--- src/rtl/alu8_pkg.sv ---
package alu8_pkg;
  localparam int DATA_W = 8;
  localparam int NIB_W  = 4;
  localparam int FLAG_W = 5;
  localparam int OP_W   = 3;

  localparam int FC = 0;
  localparam int FV = 1;
  localparam int FZ = 2;
  localparam int FN = 3;
  localparam int FH = 4;

  localparam logic [OP_W-1:0] OP_ADD = 3'd0;
  localparam logic [OP_W-1:0] OP_ADC = 3'd1;
  localparam logic [OP_W-1:0] OP_SUB = 3'd2;
  localparam logic [OP_W-1:0] OP_SBC = 3'd3;
  localparam logic [OP_W-1:0] OP_DAA = 3'd4;

  // one decimal digit is out of range when above nine
  function automatic logic digit_big(input logic [NIB_W-1:0] d);
    return d > 4'd9;
  endfunction

  // carry out of the low nibble of a + b + cin
  function automatic logic nib_carry(input logic [NIB_W-1:0] a,
                                     input logic [NIB_W-1:0] b,
                                     input logic cin);
    logic [NIB_W:0] s;
    s = {1'b0, a} + {1'b0, b} + {{NIB_W{1'b0}}, cin};
    return s[NIB_W];
  endfunction
endpackage

--- src/rtl/alu8_addsub.sv ---
module alu8_addsub
  import alu8_pkg::*;
#(
  parameter int DW = DATA_W
) (
  input  logic [DW-1:0] a,
  input  logic [DW-1:0] b,
  input  logic          cin,
  input  logic          do_sub,
  output logic [DW-1:0] res,
  output logic          c_out,
  output logic          v_out,
  output logic          h_out
);
  logic [DW:0] ext;

  always_comb begin
    if (do_sub)
      ext = {1'b0, a} - {1'b0, b} - {{DW{1'b0}}, cin};
    else
      ext = {1'b0, a} + {1'b0, b} + {{DW{1'b0}}, cin};
  end

  assign res   = ext[DW-1:0];
  assign c_out = ext[DW];
  assign h_out = nib_carry(a[NIB_W-1:0], b[NIB_W-1:0], cin);
  assign v_out = do_sub ? ((a[DW-1] != b[DW-1]) && (res[DW-1] != a[DW-1]))
                        : ((a[DW-1] == b[DW-1]) && (res[DW-1] != a[DW-1]));
endmodule

--- src/rtl/alu8_decadj.sv ---
module alu8_decadj
  import alu8_pkg::*;
(
  input  logic [DATA_W-1:0] acc,
  input  logic              h_in,
  input  logic              c_in,
  output logic [DATA_W-1:0] res,
  output logic              c_out,
  output logic              fix_lo,
  output logic              fix_hi
);
  logic [NIB_W-1:0]  lo_d, hi_d;
  logic [DATA_W-1:0] corr;
  logic [DATA_W:0]   sum;

  assign lo_d   = acc[NIB_W-1:0];
  assign hi_d   = acc[DATA_W-1:NIB_W];
  assign fix_lo = h_in || digit_big(lo_d);
  assign fix_hi = c_in || digit_big(hi_d) || ((hi_d == 4'd9) && digit_big(lo_d));

  assign corr  = {(fix_hi ? 4'h6 : 4'h0), (fix_lo ? 4'h6 : 4'h0)};
  assign sum   = {1'b0, acc} + {1'b0, corr};
  assign res   = sum[DATA_W-1:0];
  assign c_out = c_in || sum[DATA_W];
endmodule

--- src/rtl/bcd_alu8.sv ---
module bcd_alu8
  import alu8_pkg::*;
(
  input  logic              clk,
  input  logic              rst_n,
  input  logic              op_valid,
  input  logic [OP_W-1:0]   op_sel,
  input  logic [DATA_W-1:0] opnd_a,
  input  logic [DATA_W-1:0] opnd_b,
  input  logic [FLAG_W-1:0] flags_in,
  output logic              res_valid,
  output logic [DATA_W-1:0] result,
  output logic [FLAG_W-1:0] flags_out
);
  logic [DATA_W-1:0] as_res, da_res, nx_res;
  logic              as_c, as_v, as_h, da_c, fix_lo, fix_hi;
  logic              is_arith, is_sub, is_daa;
  logic [FLAG_W-1:0] nx_flg;

  // registered copies of the request, kept for the assertions
  logic [OP_W-1:0]   op_q;
  logic [FLAG_W-1:0] flg_q;
  logic [DATA_W-1:0] a_q;

  assign is_sub   = (op_sel == OP_SUB) || (op_sel == OP_SBC);
  assign is_daa   = (op_sel == OP_DAA);
  assign is_arith = (op_sel <= OP_SBC);

  alu8_addsub #(.DW(DATA_W)) u_addsub (
    .a(opnd_a), .b(opnd_b),
    .cin((op_sel == OP_ADC || op_sel == OP_SBC) && flags_in[FC]),
    .do_sub(is_sub), .res(as_res), .c_out(as_c), .v_out(as_v), .h_out(as_h)
  );

  alu8_decadj u_decadj (
    .acc(opnd_a), .h_in(flags_in[FH]), .c_in(flags_in[FC]),
    .res(da_res), .c_out(da_c), .fix_lo(fix_lo), .fix_hi(fix_hi)
  );

  always_comb begin
    nx_res = opnd_a;
    nx_flg = flags_in;
    if (is_arith) begin
      nx_res     = as_res;
      nx_flg[FC] = as_c;
      nx_flg[FV] = as_v;
      nx_flg[FH] = is_sub ? flags_in[FH] : as_h;
    end else if (is_daa) begin
      nx_res     = da_res;
      nx_flg[FC] = da_c;
    end
    if (is_arith || is_daa) begin
      nx_flg[FN] = nx_res[DATA_W-1];
      nx_flg[FZ] = (nx_res == '0);
    end
  end

  always_ff @(posedge clk) begin
    if (!rst_n) begin
      res_valid <= 1'b0;
      result    <= '0;
      flags_out <= '0;
      op_q      <= '0;
      flg_q     <= '0;
      a_q       <= '0;
    end else begin
      res_valid <= op_valid;
      if (op_valid) begin
        result    <= nx_res;
        flags_out <= nx_flg;
        op_q      <= op_sel;
        flg_q     <= flags_in;
        a_q       <= opnd_a;
      end
    end
  end


  valid_follow_chk: assert property (@(posedge clk) disable iff (!rst_n)
    op_valid |=> res_valid);

  idle_hold_chk: assert property (@(posedge clk) disable iff (!rst_n)
    !op_valid |=> (!res_valid && $stable(result) && $stable(flags_out)));

  zero_flag_chk: assert property (@(posedge clk) disable iff (!rst_n)
    (res_valid && op_q <= OP_DAA) |-> (flags_out[FZ] == (result == 8'h00)));

  sign_flag_chk: assert property (@(posedge clk) disable iff (!rst_n)
    (res_valid && op_q <= OP_DAA) |-> (flags_out[FN] == result[DATA_W-1]));

  daa_carry_keep_chk: assert property (@(posedge clk) disable iff (!rst_n)
    (res_valid && op_q == OP_DAA && flg_q[FC]) |-> flags_out[FC]);

  sub_half_keep_chk: assert property (@(posedge clk) disable iff (!rst_n)
    (res_valid && (op_q == OP_SUB || op_q == OP_SBC)) |-> (flags_out[FH] == flg_q[FH]));

  pass_through_chk: assert property (@(posedge clk) disable iff (!rst_n)
    (res_valid && op_q > OP_DAA) |-> (result == a_q && flags_out == flg_q));
endmodule

--- config.mk ---
export PLATFORM = sky130hd
export DESIGN_NAME = bcd_alu8
export DESIGN_NICKNAME = d
export VERILOG_FILES = /design/src/rtl/alu8_pkg.sv /design/src/rtl/alu8_addsub.sv /design/src/rtl/alu8_decadj.sv /design/src/rtl/bcd_alu8.sv
export SDC_FILE = /design/constraint.sdc
export NUM_CORES = 1
export LEC_CHECK = 0
export ABC_AREA = 1
export BUFFER_PORTS_ARGS = -buffer_cell sky130_fd_sc_hd__clkbuf_2
export CORE_AREA = 3 3 68 70
export DETAILED_ROUTE_END_ITERATION = 10
export DIE_AREA = 0 0 71 73
export PLACE_DENSITY = 0.81
export SLEW_MARGIN = 10
export SYNTH_ARGS = -nofsm -noshare
export SYNTH_HDL_FRONTEND = slang
export SYNTH_SLANG_ARGS = --single-unit
--- constraint.sdc ---
create_clock -name clk -period 6.3 [get_ports clk]
set_input_delay 0.63 -clock clk [delete_from_list [all_inputs] [get_ports clk]]
set_output_delay 0.63 -clock clk [all_outputs]
set_load 0.02 [all_outputs]
; ---- Word level (Yosys, flattened, before mapping)
; Cells that the tools add are included.
[totals]
ff_bits = 14
inputBits = 27
[op_classes]
eq_ne = 8
addsub = 7
n_reduce_logical = 12
n_mux = 12
n_lt_le_gt_ge = 3
[ops]
columns = cell, n
row1 = adder 8 x 8 -> 9 bit, 2
row2 = two-way mux 8 bit, 2
row3 = adder 9 x 1 -> 9 bit, 1
row4 = two-way mux 9 bit, 1
row5 = subtractor 8 x 8 -> 9 bit, 1
row6 = subtractor 9 x 1 -> 9 bit, 1
row7 = "> comparator 4 bit, second input constant", 2
row8 = logical NOT 8 bit, 1
row9 = logical OR 1 bit, 7
row10 = "equality test 3 x 2 -> 1 bit, second input constant", 2
row11 = two-way mux 1 bit, 6
row12 = two-way mux 3 bit, 2
row13 = adder 4 x 4 -> 5 bit, 1
row14 = adder 5 x 1 -> 5 bit, 1
row15 = "equality test 4 bit, second input constant", 1
row16 = logical AND 1 bit, 4
row17 = "equality test 3 x 1 -> 1 bit, second input constant", 1
row18 = "equality test 3 bit, second input constant", 1
row19 = "<= comparator 3 x 2 -> 1 bit, second input constant", 1
row20 = two-way mux 2 bit, 1
row21 = != test 1 bit, 2
row22 = equality test 1 bit, 1

; ---- Depth between registers and ports, before layout
; Gate-level depths: netlist of run 1.
[depth]
word_depth = 9
depth_mapped = 19
ltp_nobuf = 19

; ---- By module
; From an unflattened synthesis of run 1, not the netlist that was laid out.
[unflattened]
cells_unflattened = 332
hier_area_um2 = 2097.0
[by_module_without_submodules]
columns = module, n_inst, seq_area_each_um2, area_per_inst_um2, cells_per_inst
row1 = alu8_addsub, 1, 0.0, 980.9, 155
row2 = bcd_alu8, 1, 280.3, 835.8, 126
row3 = alu8_decadj, 1, 0.0, 280.3, 51

; ---- Least setup slack after synthesis of run 1
; No wires, ideal clock.
[synth_timing]
path_kind = input-to-reg
startpoint = input port op_sel[2]
endpoint = register result[6]
setup_ps = 115
slack_ps = 3029
cell_stages = 18
arrival_ps = 3156
cell_sequence = buf_6 > nor3_1 > fa_1 > ha_1 > or2_2 > fa_1 > inv_1 > nand2_1 > nand2_1 > nand2_1 > nand2_1 > nand3_1 > nand3_1 > nand2_1 > a21oi_1 > nand2_1 > o211ai_1 > inv_2
[synth_between]
elab_chain_len = 6
[synth_lines]
columns = item, line
row1 = "start, declared", bcd_alu8.sv:7  ; input logic [OP_W-1:0] op_sel,
row2 = equality test 3 x 1 -> 1 bit / equality test 3 x 2 -> 1 bit (equally long branches), "bcd_alu8.sv:31, bcd_alu8.sv:25"
row3 = logical OR 1 bit, bcd_alu8.sv:31  ; .cin((op_sel == OP_ADC || op_sel == OP_SBC) && flags_in[FC]),
row4 = logical AND 1 bit, bcd_alu8.sv:31
row5 = adder 9 x 1 -> 9 bit / subtractor 9 x 1 -> 9 bit (equally long branches), "alu8_addsub.sv:21, alu8_addsub.sv:19"
row6 = two-way mux 9 bit, alu8_addsub.sv:18  ; if (do_sub)
row7 = two-way mux 8 bit (*), bcd_alu8.sv:43  ; if (is_arith) begin
row8 = "end signal, assigned", bcd_alu8.sv:69  ; result <= nx_res;
row9 = "end, declared", bcd_alu8.sv:12  ; output logic [DATA_W-1:0] result,
; Mark *: on every way between the ends. The rest lies on a longest branch, timed or not.
; A chain may end at the register's enable or synchronous reset.

; ---- Final worst setup path of run 1
; Same ends and word-level chain as after synthesis.

==> results.yml, run 1 <==
outcome:
  status: "completed"
floorplanning:
  die_w_um: 71
  rows: 23
  dieHeight_um: 73
  design.die.area_mm2: 0.00518
  ios: 41
  start_util_pct: 49.3
  core_mm2: 0.00403
power:
  vdd.ir_drop.worst_mv: 0.0876
  p_leak_nw: 1.33
  power_density_mw_per_mm2: 158
  power.total_uw: 358
worst_setup_path:
  max_stage_delay_ns: 0.50
  regToRegStartpoint: "result[2]$_SDFFE_PN0P_"
  reg2reg_slack_ns: 5.60
  worst_ep_required_time_ns: 6.44
  worst_r2r_path_depth: 4
  cp_num_cells: 18
  cp_slowest_cell: "fa_1"
  worstSetupStartpointType: "input port"
  crit_fanout: 11
  path_class: "in -> reg"
  r2r_end: "result[2]$_SDFFE_PN0P_"
  endpoint_kind: "register"
  cp_data_arrival_time_ns: 3.60
  cp_num_buf_inv: 3
  crit_top_cell: "nand2_1"
  cp_cell_sequence: "clkbuf_2 > nor3_1 > fa_1 > ha_1 > or2_2 > fa_1 > inv_1 > nand2_1 > nand2_1 > nand2_1 > nand2_1 > nand3_1 > nand3_1 > nand2_1 > a21oi_1 > nand2_1 > o211ai_1 > inv_2"
  crit_family: "simple AND/OR/NAND/NOR gates"
clocking:
  clk_latency_ns: 0.24
  clk_pin_slew_ns: 0.06
  cts_made_buffers: 3
  htree_levels: 1
  cts_resized: 0
  cts_max_path_buffers: 2
  root_buffer: "clkbuf_8"
  hold_buffers: 0
  post-cts-setup-buffer-count: 0
  cts_tree: "yes"
  cts_sinks: 14
route:
  vias_per_cell: 5.09
  routed_wl_um: 5250
  drtIter0Drc: 113
  postRouteAntennaNets: 0
  remaining_drc_errors: 0
  drt-pass1-iter-count: 4
  num_vias: 2177
  avgRoutedWirePerCell_um: 12.3
place:
  port_buffers: 40
  routabilityCongestion: 0.944
  dp_hpwl_um: 4410
  dp_slack_ns: 2.60
yosys:
  synthTopCellsByArea: "nand2_1, ha_1, dfxtp_1"
  synth-seq-area-share_pct: 14.1
  avgSynthCellArea_um2: 5.86
  ys_types: 27
  yosysMostFrequentCell: "nand2_1"
  yosys.area.top_type: "nand2_1"
  async_flop_share_pct: 0
  synth_commonest_cells: "nand2_1, inv_1, nand3_1"
  yosys_warnings: 0
  synth_top_area_share_pct: 19.1
  synth-edff-count: 0
  synthFlopType: "dfxtp_1"
  synthCells: 339
  syn-num-nets: 396
  syn_area_mm2: 0.00199
  ys_seq_elements: 14
hold_path:
  min_path_type: "reg -> reg"
  min_delay_path_depth: 2
  min_from: "flags_out[3]$_SDFFE_PN0P_"
  whs_endpoint: "flags_out[3]$_SDFFE_PN0P_"
job:
  maxCapViolations: 0
sta:
  setup_tns_ns: 0
  rsz0062_at_grt: "no"
  timing.final.crit_share_pct: 54.9
  slew_viol_final: 0
  tightest_slew_ns: 0.455
  hold_violations: 0
  setup_ws_ns: 2.84
  setup-violations-final: 0
  relSlewSlack_pct: 69.5
  whs_ns: 0.473
  max_freq_mhz: 289
  post-route-min-period_ns: 3.46
  fin_worst_skew_ns: 0
global_route:
  antenna_found_initial: 0
  grt_max_degree: 21
  grt_pass1_wl_um: 8490
  grt_pass1_vias: 1926
  track_usage_pct: 20.1
  grt-ovfl-total: 0
final_layout:
  num-nets-final: 437
  drive_gt1_share_pct: 15.6
  n_antenna_cell: 0
  syn_to_final_growth_pct: 14.2
worst max path at each step:
stage	from	to	slack [ns]
3_3_place_gp	op_sel[2]	result[6]$_SDFFE_PN0P_	2.72
4_1_cts	op_sel[2]	result[6]$_SDFFE_PN0P_	2.86
3_5_place_dp	op_sel[2]	result[6]$_SDFFE_PN0P_	2.60
6_report	op_sel[2]	result[6]$_SDFFE_PN0P_	2.84
2_1_floorplan	op_sel[2]	result[6]$_SDFFE_PN0P_	3.03
5_1_grt	op_sel[2]	result[6]$_SDFFE_PN0P_	2.57
flip-flops by register name, summed over array words and instances, names as in the netlist:
register and cells:
result 8, res_valid 1, flags_out 5
per-stage QoR:
step | cells | area, µm² | utilization [%]
after floorplan | 339 | 1990 | -
after global placement | 425 | 2230 | 55.3
after detailed placement | 425 | 2230 | 55.3
after CTS | 428 | 2270 | 56.3
after global routing | 428 | 2270 | 56.3
final | 428 | 2270 | 56.3
per-layer routing:
metal	global-route usage, %	share of wire [%]
met1	27.7	49
met4	2.30	0.63
met3	2.48	3.6
met2	34.6	47
met5	0	0
placed cells by master, fill, tap and decap left out, drive strengths merged:
cell	instances
nand2	101
inv	63
clkbuf	43
nand3	35
nor2	34
a21oi	25
ha	25
o21ai	17
dfxtp	14
fa	5
nor3	3
nand3b	2
nand4	2
o211ai	2
xor2	2
or2	1
o21bai	1
and2	1
a21o	1
a31oi	1
cell families after synthesis:
group	count (synthesis)	share of synthesized area (%)
compound gates	47	12.4
flops	14	14.1
simple gates	179	38.8
fa+ha+maj	30	20.8
xor+xnor	2	0.882
buf+inv	67	13.0
where the power goes:
group | internal, mW | switching [mW] | leakage (nW)
logic | 0.0658 | 0.119 | 1.19
registers | 0.0959 | 0.00338 | 0.116
clock network | 0.0423 | 0.0310 | 0.0216
total | 0.204 | 0.154 | 1.33
area by class of cell:
class	count	area [µm²]
Sequential cell	14	280
Multi-Input combinational cell	258	1450
Tap cell	50	62.6
Clock buffer	3	41.3
Timing Repair Buffer	40	200
Fill cell	421	1760
Inverter	63	236
tightest hold or removal path: cells and delay by family (launching register included):
kind	cells	cell delay, ns
DFF	1	0.31
and+or+nand+nor	1	0.06
AOI/OAI and AO/OA	1	0.06
Power figures use the tool's default switching activity.
==> run 2: changes to the inputs <==
- ABC_AREA: 1 -> 0
- CORE_AREA: 3 3 68 70 -> 3 3 67 69
- DIE_AREA: 0 0 71 73 -> 0 0 70 72
- PLACE_DENSITY: 0.81 -> 0.84
- clock period: 6.3 -> 2.8 ns (I/O delays scaled with it)
==> results.yml, run 2 <==
outcome:
  status: "finished with violations"
  failed_checks: "setup timing"
sta:
  relSlewSlack_pct: 64.3
  tightest_slew_ns: 0.533
  hold_violations: 0
  setup_ws_ns: -0.107
  setup-violations-final: 3
  rsz0062_at_grt: "yes"
  timing.final.crit_share_pct: 104
  max_freq_mhz: 344
  post-route-min-period_ns: 2.91
  setup_tns_ns: -0.293
  fin_worst_skew_ns: 0
  slew_viol_final: 0
place:
  dp_slack_ns: -0.440
  dp_hpwl_um: 4060
  routabilityCongestion: 0.895
  port_buffers: 40
  place_inst: 334
worst_setup_path:
  worstSetupStartpointType: "input port"
  reg2reg_slack_ns: 1.53
  worst_ep_required_time_ns: 2.95
  crit_fanout: 3
  endpoint_kind: "register"
  cp_data_arrival_time_ns: 3.05
  path_class: "in -> reg"
global_route:
  grt_pass1_vias: 1775
  track_usage_pct: 19.8
  grt_max_degree: 20
  antenna_found_initial: 0
  grt-ovfl-total: 0
  grt_pass1_wl_um: 8160
final_layout:
  nFillCells: 349
  drive_gt1_share_pct: 28.0
  largest_register: "result"
  syn_to_final_growth_pct: 24.4
  final_util_pct: 60.5
  final_common_cell: "clkbuf_2"
  largest_reg_flops: 8
  top_regs: "result x8, flags_out x5, res_valid x1"
  final_cell_mix: "clkbuf_2, ha_1, inv_1, buf_4, dfxtp_1"
  n_antenna_cell: 0
  num-nets-final: 347
  fin_cells: 339
power:
  p_sw_share_pct: 38.1
  power_density_mw_per_mm2: 369
  seq_power_share_pct: 25.4
  p_comb_share_pct: 52.1
  power.total_uw: 887
  p_clk_share_pct: 22.6
  p_switching_uw: 338
  p_leak_nw: 1.15
  vdd.ir_drop.worst_mv: 0.115
  p_int_uw: 549
route:
  num_vias: 1957
  remaining_drc_errors: 0
  postRouteAntennaNets: 0
  vias_per_cell: 5.77
  drt-pass1-iter-count: 4
  avgRoutedWirePerCell_um: 14.7
  routed_wl_um: 4980
  drtIter0Drc: 145
clocking:
  cts_max_path_buffers: 2
  clk_latency_ns: 0.25
  cts_tree: "yes"
  cts_made_buffers: 3
  cts_sinks: 14
  hold_buffers: 0
  clk_pin_slew_ns: 0.06
  root_buffer: "clkbuf_8"
  htree_levels: 1
hold_path:
  min_path_type: "in -> reg"
yosys:
  avgSynthCellArea_um2: 8.08
  synthCells: 239
  ys_types: 62
  yosysMostFrequentCell: "ha_1"
  synth-seq-area-share_pct: 14.5
  synth_top_area_share_pct: 16.2
  synth-edff-count: 0
  synth_commonest_cells: "ha_1, inv_1, dfxtp_1"
  yosys.area.top_type: "ha_1"
  async_flop_share_pct: 0
  syn-num-nets: 296
  yosys_warnings: 0
  ys_seq_elements: 14
  synthTopCellsByArea: "ha_1, dfxtp_1, fa_1"
  synthFlopType: "dfxtp_1"
  syn_area_mm2: 0.00193
floorplanning:
  design.die.area_mm2: 0.00504
  die_w_um: 70
  core_mm2: 0.00397
  ios: 41
  start_util_pct: 48.6
  dieHeight_um: 72
  rows: 23
job:
  maxCapViolations: 0
## run 2: changes by cell type in the layout (fill, tap and decap cells not counted), sizes merged, moves of 9 or more
| cell | previous run | this run |
|---|---|---|
| mux2i | 0 | 9 |
| xnor2 | 0 | 10 |
| nand3 | 35 | 8 |
| inv | 63 | 27 |
| buf | 0 | 18 |
| nand2 | 101 | 13 |
| a21oi | 25 | 11 |
| nor2 | 34 | 14 |
## run 2: logic make-up (layout without fill, tap and decap cells)
family / Yosys count / in the layout / share of synthesized area [%]
simple gates: 71 / 71 / 19.7
compound gates: 65 / 65 / 25.9
buf+inv: 36 / 86 / 7.25
fa+ha+maj: 30 / 30 / 21.4
flops: 14 / 14 / 14.5
xor+xnor: 12 / 12 / 5.44
mux: 11 / 11 / 5.83
## run 2: layer usage
layer	vias to the layer above	wire [µm]	track usage, %
met5	-	0	0
met4	0	57	5.11
met3	6	305	2.91
met2	71	2420	35.4
met1	909	2200	25.0
li1	971	-	-
## run 2: critical path, cell delays in order
cell and delay, ns:
buf_8 0.10, nand3_4 0.08, inv_2 0.04, fa_1 0.53, inv_1 0.06, ha_2 0.18
or2_4 0.23, fa_2 0.36, nand2b_4 0.16, a2111oi_4 0.41, nor3_1 0.08, o31ai_1 0.20
o22ai_1 0.14, o21ba_1 0.19
## run 2: final timing paths
path         cells past startpoint                 startpoint                   endpoint
max                             14                flags_in[0]     result[6]$_SDFFE_PN0P_
min                              4                flags_in[2]  flags_out[2]$_SDFFE_PN0P_
max reg2reg                      6  flags_out[1]$_SDFFE_PN0P_  flags_out[1]$_SDFFE_PN0P_
min reg2reg                      1     result[2]$_SDFFE_PN0P_     result[2]$_SDFFE_PN0P_
## run 2: stage by stage
step	cell area, µm²	hold slack [ns]
finish	2400	0.400
global route	2400	0.422
CTS	2370	0.394
detailed placement	2290	0.471
global placement	2290	0.453
floorplan	1980	0.430
## run 2: final cells by class
| class | count | area [µm²] | area share (%) |
|---|---|---|---|
| multi-input combinational | 189 | 1560 | 64.9 |
| tap | 50 | 62.6 | 2.60 |
| inverter | 27 | 106 | 4.42 |
| clock buffer | 4 | 55.1 | 2.29 |
| sequential | 14 | 280 | 11.7 |
| timing repair buffer | 55 | 339 | 14.1 |
## run 2: power by group through the flow
stage / sequential [mW] / clock, mW / combinational [mW]
4_1_cts: 0.225 / 0.199 / 0.451
3_3_place_gp: 0.229 / 0 / 0.432
3_5_place_dp: 0.229 / 0 / 0.441
5_1_grt: 0.227 / 0.208 / 0.510
2_1_floorplan: 0.251 / 0 / 0.294
6_report: 0.225 / 0.200 / 0.462
## run 2: repair_timing
item,CTS,global route
buffers inserted,0,1
gates resized for setup,5,8
pin swaps,4,10
gates cloned,0,0
endpoints found under the setup margin,4,5
